<file path="config.mk">
export PLATFORM = sky130hd
export DESIGN_NAME = spi_frame_engine
export DESIGN_NICKNAME = d
export VERILOG_FILES = /design/src/rtl/spi_fe_pkg.sv /design/src/rtl/spi_fe_sync.sv /design/src/rtl/spi_fe_regs.sv /design/src/rtl/spi_fe_frame.sv /design/src/rtl/spi_frame_engine.sv
export SDC_FILE = /design/constraint.sdc
export NUM_CORES = 1
export LEC_CHECK = 0
export BUFFER_PORTS_ARGS = -buffer_cell sky130_fd_sc_hd__clkbuf_2
export CORE_ASPECT_RATIO = 0.7
export CORE_MARGIN = 2
export CORE_UTILIZATION = 40
export CTS_BUF_LIST = sky130_fd_sc_hd__clkbuf_2 sky130_fd_sc_hd__clkbuf_4 sky130_fd_sc_hd__clkbuf_8
export DETAILED_ROUTE_END_ITERATION = 8
export HOLD_SLACK_MARGIN = 0.05
export PLACE_DENSITY = 0.58
export SETUP_SLACK_MARGIN = 0.4
export SYNTH_ARGS = -nofsm -noshare
export SYNTH_HDL_FRONTEND = slang
export SYNTH_SLANG_ARGS = --single-unit
</file>
<file path="constraint.sdc">
create_clock -name clk -period 2.65 [get_ports clk]
set_input_delay 0.53 -clock clk [delete_from_list [all_inputs] [get_ports clk]]
set_output_delay 0.53 -clock clk [all_outputs]
set_load 0.03 [all_outputs]
</file>
<file path="src/rtl/spi_fe_pkg.sv">
package spi_fe_pkg;

    typedef enum logic [1:0] {
        OP_WRITE = 2'b00,
        OP_READ  = 2'b01,
        OP_RDCLR = 2'b10,
        OP_INFO  = 2'b11
    } op_e;

    localparam logic [5:0] INFO_LEN_ADDR = 6'h3E;

    // Frame-length code reported in the information space
    function automatic logic [7:0] len_code(input int bits);
        case (bits)
            16:      return 8'h01;
            24:      return 8'h02;
            32:      return 8'h03;
            default: return 8'h00;
        endcase
    endfunction

    // Status byte: bit 5 is active low, the rest active high
    function automatic logic [7:0] status_byte(input logic [6:0] s);
        return {s[6] | ~s[5] | (|s[4:0]), s};
    endfunction

endpackage

</file>
<file path="src/rtl/spi_fe_sync.sv">
module spi_fe_sync #(
    parameter int STAGES = 2
) (
    input  logic clk,
    input  logic rst_n,
    input  logic sck_i,
    input  logic csn_i,
    input  logic sdi_i,
    output logic sdi_s_o,
    output logic sck_rise_o,
    output logic sck_fall_o,
    output logic csn_rise_o,
    output logic csn_fall_o
);

    typedef struct packed {
        logic [STAGES-1:0] sck;
        logic [STAGES-1:0] csn;
        logic [STAGES-1:0] sdi;
        logic              sck_prev;
        logic              csn_prev;
    } sync_t;

    sync_t sy_d, sy_q;

    always_comb begin
        sy_d          = sy_q;
        sy_d.sck      = {sy_q.sck[STAGES-2:0], sck_i};
        sy_d.csn      = {sy_q.csn[STAGES-2:0], csn_i};
        sy_d.sdi      = {sy_q.sdi[STAGES-2:0], sdi_i};
        sy_d.sck_prev = sy_q.sck[STAGES-1];
        sy_d.csn_prev = sy_q.csn[STAGES-1];
    end

    always_ff @(posedge clk or negedge rst_n) begin
        if (!rst_n) begin
            sy_q.sck      <= '0;
            sy_q.csn      <= '1;
            sy_q.sdi      <= '0;
            sy_q.sck_prev <= 1'b0;
            sy_q.csn_prev <= 1'b1;
        end else begin
            sy_q <= sy_d;
        end
    end

    assign sdi_s_o    = sy_q.sdi[STAGES-1];
    assign sck_rise_o =  sy_q.sck[STAGES-1] & ~sy_q.sck_prev;
    assign sck_fall_o = ~sy_q.sck[STAGES-1] &  sy_q.sck_prev;
    assign csn_rise_o =  sy_q.csn[STAGES-1] & ~sy_q.csn_prev;
    assign csn_fall_o = ~sy_q.csn[STAGES-1] &  sy_q.csn_prev;

    // An edge is a single-cycle event
    p_edge_pulse_r11: assert property (@(posedge clk) disable iff (!rst_n)
        sck_rise_o |=> !sck_rise_o);

endmodule

</file>
<file path="src/rtl/spi_fe_regs.sv">
module spi_fe_regs #(
    parameter int          REG_COUNT = 8,
    parameter int          DATA_W    = 8,
    parameter logic [31:0] REG_INIT  = 32'h3C5A_96A5
) (
    input  logic                        clk,
    input  logic                        rst_n,
    input  logic [5:0]                  rd_addr_i,
    output logic [DATA_W-1:0]           rd_data_o,
    input  logic                        wr_en_i,
    input  logic                        clr_en_i,
    input  logic [5:0]                  addr_i,
    input  logic [DATA_W-1:0]           wr_data_i,
    output logic [REG_COUNT*DATA_W-1:0] regs_o
);

    typedef struct packed {
        logic [REG_COUNT-1:0][DATA_W-1:0] regs;
    } rf_t;

    rf_t rf_d, rf_q;

    always_comb begin
        rf_d = rf_q;
        for (int i = 0; i < REG_COUNT; i++) begin
            if (addr_i == 6'(i)) begin
                if (wr_en_i)  rf_d.regs[i] = wr_data_i;
                if (clr_en_i) rf_d.regs[i] = '0;
            end
        end
    end

    always_comb begin
        rd_data_o = '0;
        for (int i = 0; i < REG_COUNT; i++) begin
            if (rd_addr_i == 6'(i)) rd_data_o = rf_q.regs[i];
        end
    end

    always_ff @(posedge clk or negedge rst_n) begin
        if (!rst_n) begin
            for (int i = 0; i < REG_COUNT; i++) begin
                rf_q.regs[i] <= REG_INIT[DATA_W-1:0] ^ DATA_W'(i);
            end
        end else begin
            rf_q <= rf_d;
        end
    end

    for (genvar g = 0; g < REG_COUNT; g++) begin : g_flat
        assign regs_o[g*DATA_W +: DATA_W] = rf_q.regs[g];
    end

    // Register contents move only on a commit strobe
    p_hold_r5: assert property (@(posedge clk) disable iff (!rst_n)
        !(wr_en_i || clr_en_i) |=> $stable(rf_q.regs));

    // A frame commits at most one kind of update
    p_one_commit_r6: assert property (@(posedge clk) disable iff (!rst_n)
        !(wr_en_i && clr_en_i));

endmodule

</file>
<file path="src/rtl/spi_fe_frame.sv">
module spi_fe_frame
    import spi_fe_pkg::*;
#(
    parameter int FRAME_BITS = 16
) (
    input  logic                   clk,
    input  logic                   rst_n,
    input  logic                   sdi_s_i,
    input  logic                   sck_rise_i,
    input  logic                   sck_fall_i,
    input  logic                   csn_rise_i,
    input  logic                   csn_fall_i,
    input  logic [6:0]             status_i,
    output logic [5:0]             rd_addr_o,
    input  logic [FRAME_BITS-9:0]  reg_rd_data_i,
    input  logic [FRAME_BITS-9:0]  rom_data_i,
    output logic                   wr_en_o,
    output logic                   clr_en_o,
    output logic [5:0]             cmd_addr_o,
    output logic [FRAME_BITS-9:0]  wr_data_o,
    output logic                   sdo_o,
    output logic                   sdo_en_o
);

    localparam int DATA_W = FRAME_BITS - 8;
    localparam int CNT_W  = $clog2(FRAME_BITS) + 1;

    typedef struct packed {
        logic                  active;
        logic [CNT_W-1:0]      cnt;
        logic [FRAME_BITS-1:0] rx;
        logic [FRAME_BITS-1:0] sh;
        logic [7:0]            cmd;
        logic                  wr;
        logic                  clr;
    } frm_t;

    frm_t fr_d, fr_q;
    logic [7:0]        cur_cmd;
    logic [DATA_W-1:0] rd_word;

    // Command as it stands including the bit arriving now
    assign cur_cmd   = {fr_q.rx[6:0], sdi_s_i};
    assign rd_addr_o = cur_cmd[5:0];

    always_comb begin
        if (op_e'(cur_cmd[7:6]) == OP_INFO) begin
            if (cur_cmd[5:0] == INFO_LEN_ADDR) rd_word = DATA_W'(len_code(FRAME_BITS));
            else                               rd_word = rom_data_i;
        end else begin
            rd_word = reg_rd_data_i;
        end
    end

    always_comb begin
        fr_d     = fr_q;
        fr_d.wr  = 1'b0;
        fr_d.clr = 1'b0;
        if (!fr_q.active) begin
            if (csn_fall_i) begin
                fr_d.active = 1'b1;
                fr_d.cnt    = '0;
                fr_d.rx     = '0;
                fr_d.sh     = {status_byte(status_i), {DATA_W{1'b0}}};
            end
        end else if (csn_rise_i) begin
            fr_d.active = 1'b0;
            if (fr_q.cnt == CNT_W'(FRAME_BITS)) begin
                case (op_e'(fr_q.cmd[7:6]))
                    OP_WRITE: fr_d.wr  = 1'b1;
                    OP_RDCLR: fr_d.clr = 1'b1;
                    default:  ;
                endcase
            end
        end else begin
            if (sck_rise_i) begin
                if (fr_q.cnt != '1) fr_d.cnt = fr_q.cnt + 1'b1;
                fr_d.rx = {fr_q.rx[FRAME_BITS-2:0], sdi_s_i};
                if (fr_q.cnt == CNT_W'(7)) begin
                    fr_d.cmd                       = cur_cmd;
                    fr_d.sh[FRAME_BITS-2 -: DATA_W] = rd_word;
                end
            end
            if (sck_fall_i) begin
                fr_d.sh = {fr_q.sh[FRAME_BITS-2:0], 1'b0};
            end
        end
    end

    always_ff @(posedge clk or negedge rst_n) begin
        if (!rst_n) begin
            fr_q <= '0;
        end else begin
            fr_q <= fr_d;
        end
    end

    assign sdo_o      = fr_q.sh[FRAME_BITS-1];
    assign sdo_en_o   = fr_q.active;
    assign wr_en_o    = fr_q.wr;
    assign clr_en_o   = fr_q.clr;
    assign cmd_addr_o = fr_q.cmd[5:0];
    assign wr_data_o  = fr_q.rx[DATA_W-1:0];

    p_sdo_shift_r2: assert property (@(posedge clk) disable iff (!rst_n)
        (fr_q.active && sck_fall_i && !csn_rise_i) |=> sdo_o == $past(fr_q.sh[FRAME_BITS-2]));

    p_deselect_r1: assert property (@(posedge clk) disable iff (!rst_n)
        (fr_q.active && csn_rise_i) |=> !sdo_en_o);

    p_len_gate_r8: assert property (@(posedge clk) disable iff (!rst_n)
        (fr_q.active && csn_rise_i && fr_q.cnt != CNT_W'(FRAME_BITS)) |=> !(wr_en_o || clr_en_o));

    p_cmd_latch_r3: assert property (@(posedge clk) disable iff (!rst_n)
        (fr_q.active && sck_rise_i && !csn_rise_i && fr_q.cnt == CNT_W'(7)) |=> cmd_addr_o == $past(rd_addr_o));

endmodule

</file>
<file path="src/rtl/spi_frame_engine.sv">
module spi_frame_engine #(
    parameter int          FRAME_BITS = 16,
    parameter int          REG_COUNT  = 8,
    parameter int          SYNC_STAGES = 2,
    parameter logic [31:0] REG_INIT   = 32'h3C5A_96A5
) (
    input  logic                                  clk,
    input  logic                                  rst_n,
    input  logic                                  sck_i,
    input  logic                                  csn_i,
    input  logic                                  sdi_i,
    output logic                                  sdo_o,
    output logic                                  sdo_en_o,
    input  logic [6:0]                            status_i,
    output logic [5:0]                            rom_addr_o,
    input  logic [FRAME_BITS-9:0]                 rom_data_i,
    output logic [REG_COUNT*(FRAME_BITS-8)-1:0]   regs_o,
    output logic                                  clr_o,
    output logic [5:0]                            clr_addr_o
);

    localparam int DATA_W = FRAME_BITS - 8;

    logic              sdi_s, sck_rise, sck_fall, csn_rise, csn_fall;
    logic [5:0]        rd_addr, cmd_addr;
    logic [DATA_W-1:0] reg_rd_data, wr_data;
    logic              wr_en, clr_en;

    spi_fe_sync #(.STAGES(SYNC_STAGES)) u_sync (
        .clk        (clk),
        .rst_n      (rst_n),
        .sck_i      (sck_i),
        .csn_i      (csn_i),
        .sdi_i      (sdi_i),
        .sdi_s_o    (sdi_s),
        .sck_rise_o (sck_rise),
        .sck_fall_o (sck_fall),
        .csn_rise_o (csn_rise),
        .csn_fall_o (csn_fall)
    );

    spi_fe_frame #(.FRAME_BITS(FRAME_BITS)) u_frame (
        .clk           (clk),
        .rst_n         (rst_n),
        .sdi_s_i       (sdi_s),
        .sck_rise_i    (sck_rise),
        .sck_fall_i    (sck_fall),
        .csn_rise_i    (csn_rise),
        .csn_fall_i    (csn_fall),
        .status_i      (status_i),
        .rd_addr_o     (rd_addr),
        .reg_rd_data_i (reg_rd_data),
        .rom_data_i    (rom_data_i),
        .wr_en_o       (wr_en),
        .clr_en_o      (clr_en),
        .cmd_addr_o    (cmd_addr),
        .wr_data_o     (wr_data),
        .sdo_o         (sdo_o),
        .sdo_en_o      (sdo_en_o)
    );

    spi_fe_regs #(
        .REG_COUNT (REG_COUNT),
        .DATA_W    (DATA_W),
        .REG_INIT  (REG_INIT)
    ) u_regs (
        .clk       (clk),
        .rst_n     (rst_n),
        .rd_addr_i (rd_addr),
        .rd_data_o (reg_rd_data),
        .wr_en_i   (wr_en),
        .clr_en_i  (clr_en),
        .addr_i    (cmd_addr),
        .wr_data_i (wr_data),
        .regs_o    (regs_o)
    );

    assign rom_addr_o = rd_addr;
    assign clr_o      = clr_en;
    assign clr_addr_o = cmd_addr;

    p_clr_pulse_r6: assert property (@(posedge clk) disable iff (!rst_n)
        clr_o |=> !clr_o);

endmodule

</file>
======== After elaboration in Yosys (flattened, before gate mapping) ========
Cells that the tools add are included.
storage, ports and cells
  register bits ........................... 119
  input bits .............................. 20
  output and inout bits ................... 79
  word-level logic and storage cells ...... 107
operators by class
  $add $sub $neg .......................... 1
  eq/ne operators ......................... 26
  multiplexer cells ....................... 28
  bitwise logic cells ..................... 12
  reductions and logical operators ........ 19
operator list
  cell                                                              number
  8-bit 2-to-1 mux                                                  16
  38-bit 2-to-1 mux                                                 2
  6-bit by 3-bit == test with 1-bit output (second input constant)  8
  45-bit 2-to-1 mux                                                 1
  6-bit by 2-bit == test with 1-bit output (second input constant)  4
  21-bit 2-to-1 mux                                                 1
  16-bit 2-to-1 mux                                                 1
  2-bit AND reduction                                               8
  6-bit by 1-bit == test with 1-bit output (second input constant)  2
  6-bit logical NOT                                                 2
  4-bit AND reduction                                               3
  2-bit != test (second input constant)                             4
  6-bit == test (second input constant)                             1
  2-bit 2-to-1 mux                                                  3
  3-bit != test (second input constant)                             2
  1-bit inverter                                                    6
  3-bit AND reduction                                               2
  5-bit by 1-bit adder with 5-bit output (second input constant)    1
  5-bit by 3-bit == test with 1-bit output (second input constant)  1
  5-bit == test (second input constant)                             1
  5-bit 2-to-1 mux                                                  1
  5-bit != test (second input constant)                             1
  5-bit OR reduction                                                1
  1-bit bitwise AND                                                 4
  other kinds (5)                                                   10

======== Longest topological paths before layout ========
Gate-level depths: netlist of run 1.
  word-level depth ........................ 15
  mapped depth ............................ 7
  depth with buffers taken out ............ 7

======== Cells and area by module ========
Synthesis of run 1 repeated with hierarchy kept, for this count alone.
second synthesis, totals
  cell total of the unflattened synthesis .. 439
  area, all modules ....................... 5477.8 um2
modules (own cells, without submodules)
  module        instances  cells each  area an instance (um2)  sequential area each (um2)
  spi_fe_regs   1          220         3164.3                  1636.6
  spi_fe_frame  1          207         2074.5                  975.9
  spi_fe_sync   1          12          239.0                   203.9

======== Worst setup path before layout of run 1 ========
Ideal clock, no wire load.
  path kind ............................... register to register
  start point ............................. reg u_frame.fr_q (netlist bit u_frame.clr_en_o)
  end point ............................... reg u_regs.rf_q (netlist bit u_regs.regs_o[19])
  library setup time ...................... 125 ps
  arrival time ............................ 1879 ps
  slack ................................... 647 ps
  cell stages (with the launch flop) ...... 6
  path buffers ............................ 0
  period minus slack after synthesis ...... 2003 ps
  cell sequence ........................... dfrtp_1 nor2_1 nor3_4 nand2b_2 nor4b_4 mux2_2
between the ends
  word-level cells in the longest chain between the ends .. 2
  elaborated cells between the ends (all ways) .. 3
  classes of those cells .................. 1 x mux; 2 x reduce/logical
ends and longest elaborated chain
  element                               line                text
  from (decl)                           spi_fe_frame.sv:38  frm_t fr_d, fr_q;
  from (signal assigned)                spi_fe_frame.sv:94  fr_q <= fr_d;
  2-bit nonzero test (no source line)   --
  2-bit AND reduction (no source line)  --
  to (signal assigned)                  spi_fe_regs.sv:46   rf_q <= rf_d;
  to (decl)                             spi_fe_regs.sv:21   rf_t rf_d, rf_q;
Parallel ways exist; a longest one is shown, timed or not.
A chain may end at the register's enable or synchronous reset.

======== Worst setup path in the final report of run 1 ========
  start point ............................. reg u_frame.fr_q[42] (netlist name)
  end point ............................... reg u_frame.fr_q[23] (netlist name)
between the ends
  word-level cells in the longest chain between the ends .. 3
ends and longest elaborated chain
  element                                   line                text
  5-bit by 3-bit == test with 1-bit output  spi_fe_frame.sv:79  if (fr_q.cnt == CNT_W'(7)) begin
  3-bit != test (no source line)            --
  4-bit AND reduction (no source line)      --
Every way passes these cells.

==> impl_metrics.csv, run 1 <==
group,metric,value,unit
setup_path,worst_path_dominant_cell_family,"compound AO/OA/AOI/OAI gates",
timing,setup_violators_final,0,
hold_path,worstHoldPathType,"input pin to asynchronous set/reset pin",
drt,totalWireLength,15000,microns
synthesis,synth-seq-area-share,53.28,%
pwr,power-per-cell-area,532.8,nW/um^2
global_route,grt-ovfl-total,0,
cts,ctsRootBufferMaster,"clkbuf_8",
pwr,total_power,0.003278,W
die,floorplan.die.width,141.4,microns
status,outcome,"completed",
synthesis,synth_top_area_share,37.87,%
timing,final.min_clock_period,2.167,ns
placement,dpl.hpwl,10970,microns
timing,rsz0062_at_grt,"true",
setup_path,critPathArrivalTime,2.50,ns
synthesis,async_flop_share,100.0,%
layout,design.final.nets,613,
timing,fin_tns_setup,0,ns
timing,clock_skew_after_layout,0.01401,ns
drt,drcViolationCount,0,
setup_path,timing.critical_path.to_type,"flop",
pwr,net-switching-power,0.0009820,W
pwr,netSwitchingFraction,29.96,%
global_route,grt_pass1_wl,23630,microns
synthesis,synth_edf_count,0,
pwr,relative_contribution_of_combinational_cells_to_total_power,13.4,%
die,fp.coreArea,13050,sq um
placement,place.port_buffers,98,
layout,seq_area,2816,sq um
layout,nFillCells,1250,
global_route,via_count_of_the_first_global_routing_pass,4029,
pwr,p_seq_share,56.2,%
setup_path,crit_path_top_delay_cell,"dfrtp_1",
drt,ant_nets,0,
synthesis,synth.lib_cells_used.distinct,58,
die,floorplan.initialDensity,40.51,%
synthesis,ys_warn_count,0,
setup_path,cell_chain_critical_path,"ha_1, and4bb_2, o2111ai_4, or3_4, o32ai_1, a221o_1",
flow_run,timing.max_cap.violations,0,
setup_path,critical_path.max_fanout,10,
layout,stdcell_area,6152,sq um
die,die_h,100.2,microns
setup_path,worstPathRequired,2.98,ns
layout,multiInputGateArea,2251,sq um
die,dieArea,14170,sq um
synthesis,synth.top_cells.by_area,"dfrtp_1 38%, dfstp_2 15%, o21ai_0 6.6%",
cts,worstSkewPairLatency,0.39,ns
pwr,share_clk_of_total_power,30.4,%
timing,slew_viol_final,0,
synthesis,synth.top_cells.by_count,"89 x nand2_1, 80 x dfrtp_1, 70 x o21ai_0",
global_route,grt_start_max_net_pins,52,
timing,fin_ws,0.4829,ns
synthesis,most_frequently_used_flop_master_after_synthesis,"dfrtp_1",
die,design.portCount,99,
layout,antenna_cells_inserted,0,
cts,cts.path.max_buffers,2,
drt,drt_iter0_drc,416,
pwr,worst_ir_drop_vdd,0.2932,mV
global_route,global_route.usage.total,22.08,%
timing,fmaxAchievable,0.4615,GHz
setup_path,worst_path_largest_cell_delay,0.43,ns
layout,layout-area-overhead-vs-synth,16.38,%
synthesis,yosys.cell_count.top_type,"nand2_1",
synthesis,syn_nets,521,
setup_path,crit_type,"flop to flop",
setup_path,timing.critical_path.buf_inv,0,
setup_path,worst_setup_path_start_kind,"flop",
die,fp-row-count,35,
timing,tightest_slew,0.6595,ns
placement,detailedPlace.worstSlack,0.5021,ns
drt,dr.pass1.iters,5,
layout,layout-drive-gt1-share,34.62,%
synthesis,synthesis.instances,498,
synthesis,synth_area,5286,sq um
cts,tritoncts,"done",
drt,routedWlPerCell,19.71,microns
cts,tritoncts_num_sinks,111,
pwr,cellInternalPower,0.002296,W
cts,worst_setup_hold_path_clk_slew,0.12,ns
synthesis,mean_cell_area_of_the_mapped_netlist,10.62,sq um
pwr,cellLeakagePower,2.761,nW
drt,vias_per_cell,5.551,
drt,detailroute.via_count,4224,
timing,finalHoldViolCount,0,
placement,gp_routability_congestion,0.8759,
timing,post-route-period-util,81.78,%
timing,slew-limit-headroom,55.71,%
cts,cts_htree_levels,3,
cts,tritoncts.num_buffers,9,
synthesis,ys_seq_elements,111,
synthesis,netlist.top_cell.by_area,"dfrtp_1",
placement,placed_area,5954,sq um
global_route,initial_antenna_violation_count,0,
-- layout make-up --
type,instances,area share (%)
clock buffers,9,2.013
clock inverters,7,1.017
inverters,12,0.7322
multi-input cells,341,36.59
flip-flops and latches,111,45.78
well taps,166,3.376
repair buffers,115,10.49
-- sequential cells by signal, summed over array words and instances, names as in the netlist, 2 cells and up --
signal	count
u_regs.regs_o	64
u_frame.fr_q	21
u_frame.cmd_addr_o	6
u_frame.rd_addr_o	5
u_sync.sy_d	5
u_frame.wr_data_o	3
u_sync.sy_q	2
-- worst register-to-register path: cells and delay by family (launching register included) --
kind	cells	cell delay, ns
AOI/OAI and AO/OA	3	0.76
adders and majority gates	1	0.22
DFF	1	0.43
and+or+nand+nor	2	0.72
-- metal layers --
metal	vias to the layer above	share of wire [%]	GRT usage [%]
li1	1948	-	-
met1	2083	51	36.18
met2	183	41	29.91
met3	10	7.2	4.246
met4	0	0.83	4.846
met5	-	0	0
-- cell families (layout without fill, tap and decap cells) --
family                     after synthesis  count (layout)  share of synthesized area [%]
adders and majority gates                3               3                         0.7101
muxes                                   39              39                          10.30
xor gates and xnor gates                 1               1                         0.1657
and+or+nand+nor                        179             179                          17.28
DFF                                    111             111                          53.28
buffers and inverters                   46             143                          4.355
AOI/OAI and AO/OA                      119             119                          13.92
-- power groups by stage --
stage                     clock, W  combinational, W  sequential, W
after CTS                  0.00102          0.000439        0.00184
final                     0.000996          0.000439        0.00184
after detailed placement         0          0.000435        0.00187
after floorplan                  0          0.000277        0.00186
after global placement           0          0.000431        0.00187
after global routing       0.00109          0.000484        0.00185
-- metrics by stage --
stage,hold slack (ns),cells,util [%]
finish,0.1178,761,47.14
global route,0.1546,761,47.14
CTS,0.1437,761,47.06
detailed placement,0.3355,745,45.63
global placement,0.3355,745,45.63
floorplan,0.2344,498,-
-- layout by cell type (no fill, tap or decap), drive strengths merged, types with 4 or more instances in the layout --
| cell type | netlist | final |
|---|---|---|
| and2 | 4 | 4 |
| a31oi | 6 | 6 |
| inv | 12 | 16 |
| dfstp | 31 | 31 |
| nor2b | 10 | 10 |
| nand4b | 4 | 4 |
| mux2 | 23 | 23 |
| nand2b | 14 | 14 |
| nand3 | 6 | 6 |
| o221ai | 4 | 4 |
| clkbuf | 16 | 106 |
| nand4 | 4 | 4 |
| or3 | 6 | 6 |
| o21ai | 70 | 70 |
| nor3 | 9 | 9 |
| mux2i | 6 | 6 |
| dfrtp | 80 | 80 |
| a21oi | 9 | 9 |
| buf | 18 | 18 |
| nand2 | 89 | 89 |
| mux4 | 10 | 10 |
| nor2 | 19 | 19 |
-- worst paths after layout --
kind | start | to | slack (ns) | cells after the start
min | rst_n | u_frame.cmd_addr_o[5] | 0.12 | 1
max | u_frame.fr_q[42] | u_frame.fr_q[23] | 0.48 | 6
max reg2reg | u_frame.fr_q[42] | u_frame.fr_q[23] | 0.48 | 6
min reg2reg | u_sync.sy_d[5] | u_sync.sy_d[0] | 0.36 | 0
max in group asynchronous | rst_n | u_regs.regs_o[47] | 1.77 | 2
min in group clk | csn_i | u_sync.sy_d[5] | 0.22 | 1
-- timing repair --
| item | CTS | global route |
|---|---|---|
| buffers inserted | 0 | 0 |
| resized for setup | 0 | 3 |
| hold buffers | 0 | 0 |
| setup endpoints to repair | 0 | 7 |
(Power assumes the default switching activity.)
==> run 2: changes to the inputs <==
- PLACE_DENSITY: 0.58 -> 0.6
- clock period: 2.65 -> 1.85 ns (I/O delays scaled with it)
==> impl_metrics.csv, run 2 (synthesized netlist as in run 1, its figures left out) <==
group,metric,value,unit
die,die_h,100.2,microns
timing,fin_ws,-0.07202,ns
drt,totalWireLength,18300,microns
setup_path,critPathArrivalTime,2.24,ns
die,fp.coreArea,13050,sq um
pwr,net-switching-power,0.001579,W
setup_path,endpoint,"u_frame.fr_q[23]",
drt,vias_per_cell,5.652,
cts,worst_setup_hold_path_clk_slew,0.10,ns
drt,drcViolationCount,0,
layout,fin_util,64.11,%
status,outcome,"complete, but fails checks",
layout,layout-drive-gt1-share,65.95,%
setup_path,path_depth_of_the_worst_reg2reg_path,5,
hold_path,worstHoldPathType,"input pin to flop",
layout,most-common-layout-cells,"67 x dfrtp_1, 66 x buf_4, 45 x clkbuf_2",
cts,tritoncts,"done",
pwr,share_clk_of_total_power,29.2,%
die,floorplan.die.width,141.4,microns
global_route,initial_antenna_violation_count,0,
global_route,grt_start_max_net_pins,35,
setup_path,worstPathRequired,2.17,ns
layout,largest_register_ffs,64,
setup_path,worstSetupStartpoint,"u_frame.rd_addr_o[5]",
status,violations_in_the_final_reports,"setup timing",
drt,drt_iter0_drc,361,
layout,nFillCells,978,
layout,layout-area-overhead-vs-synth,58.27,%
timing,finalHoldViolCount,0,
layout,design.final.nets,711,
pwr,netSwitchingFraction,29.76,%
layout,layoutNonFillerInstCount,859,
placement,dpl.hpwl,11930,microns
pwr,power-per-cell-area,633.9,nW/um^2
drt,routedWlPerCell,21.31,microns
placement,detailedPlace.worstSlack,-0.06334,ns
setup_path,worst_setup_path_start_kind,"flop",
timing,tightest_slew,0.5177,ns
placement,gp_routability_congestion,0.8923,
global_route,grt_pass1_wl,25700,microns
die,floorplan.initialDensity,40.51,%
timing,slew-limit-headroom,65.47,%
cts,tritoncts.num_buffers,9,
layout,layout.cells.most_common,"dfrtp_1",
layout,multiInputGateArea,3028,sq um
pwr,worst_ir_drop_vdd,0.4013,mV
setup_path,crit_type,"flop to flop",
setup_path,regToRegStartpoint,"u_frame.rd_addr_o[5]",
timing,post-route-period-util,103.9,%
cts,cts_htree_levels,3,
cts,cts.path.max_buffers,2,
timing,rsz0062_at_grt,"true",
layout,seq_area,2833,sq um
global_route,grt-ovfl-total,0,
global_route,via_count_of_the_first_global_routing_pass,4405,
setup_path,timing.critical_path.to_type,"flop",
pwr,cellLeakagePower,3.617,nW
cts,worstSkewPairLatency,0.38,ns
drt,detailroute.via_count,4855,
cts,tritoncts_num_sinks,111,
timing,whs,0.08910,ns
setup_path,critical_path.max_fanout,4,
drt,dr.pass1.iters,5,
placement,place.port_buffers,98,
pwr,cellInternalPower,0.003725,W
die,fp-row-count,35,
pwr,relative_contribution_of_combinational_cells_to_total_power,21.4,%
timing,fin_tns_setup,-0.2128,ns
timing,setup_violators_final,6,
timing,fmaxAchievable,0.5203,GHz
setup_path,r2r_end,"u_frame.fr_q[23]",
placement,cells_after_dpl,779,
timing,final.min_clock_period,1.922,ns
flow_run,timing.max_cap.violations,0,
global_route,global_route.usage.total,24.07,%
drt,ant_nets,0,
setup_path,timing.reg2reg.setup_slack,-0.07,ns
cts,ctsRootBufferMaster,"clkbuf_8",
die,dieArea,14170,sq um
die,design.portCount,99,
layout,antenna_cells_inserted,0,
timing,clock_skew_after_layout,0.01383,ns
timing,slew_viol_final,0,
pwr,p_seq_share,49.4,%
run 2: worst max-delay path, stage by stage (launching register included):
cell and delay, ns:
dfrtp_2 0.47, buf_4 0.15, or3_1 0.41, or3_4 0.43, o32ai_4 0.27, a221o_1 0.14
run 2: through the flow:
stage,total power [W],cell area (sq um)
after floorplan,0.003102,5499
after global placement,0.003426,6379
after detailed placement,0.003427,6379
after CTS,0.005100,7330
after global routing,0.005498,8367
final,0.005304,8367
run 2: power groups by stage:
stage / clock, W / combinational, W / sequential (W)
2_1_floorplan: 0 / 0.000435 / 0.00267
3_3_place_gp: 0 / 0.000782 / 0.00264
3_5_place_dp: 0 / 0.000784 / 0.00264
4_1_cts: 0.00158 / 0.000917 / 0.00261
5_1_grt: 0.00166 / 0.00121 / 0.00263
6_report: 0.00155 / 0.00114 / 0.00262
run 2: repair_timing:
item,4_1_cts,5_1_grt
pin swaps,21,61
cloned,1,4
setup buffers,26,31
endpoints found under the setup margin,113,150
endpoints found under the hold margin,17,1
hold buffers,1,1
gates resized for setup,136,267
run 2: routing by layer:
| layer | routed length [microns] | global-route usage (%) | up-vias |
|---|---|---|---|
| li1 | - | - | 2155 |
| met1 | 8333 | 36.46 | 2467 |
| met2 | 8314 | 35.25 | 222 |
| met3 | 1512 | 7.061 | 11 |
| met4 | 143 | 3.000 | 0 |
| met5 | 0 | 0 | - |
run 2: layout make-up:
| cell class | count | area share [%] |
|---|---|---|
| sequential | 111 | 33.86 |
| timing repair buffer | 213 | 24.41 |
| tap | 166 | 2.482 |
| inverter | 12 | 0.6131 |
| clock inverter | 6 | 0.8075 |
| clock buffer | 10 | 1.645 |
| multi-input combinational | 341 | 36.19 |
run 2: worst min path at each step:
stage	startpoint	end	slack [ns]	cells past startpoint
2_1_floorplan	rst_n	u_frame.clr_en_o	0.07	0
3_3_place_gp	u_sync.sy_d[7]	u_sync.sy_d[1]	0.34	0
3_5_place_dp	u_sync.sy_d[3]	u_sync.sdi_s_o	0.34	0
4_1_cts	csn_i	u_sync.sy_d[5]	0.06	1
5_1_grt	sck_i	u_sync.sy_d[7]	0.07	1
6_report	sdi_i	u_sync.sy_d[3]	0.09	1
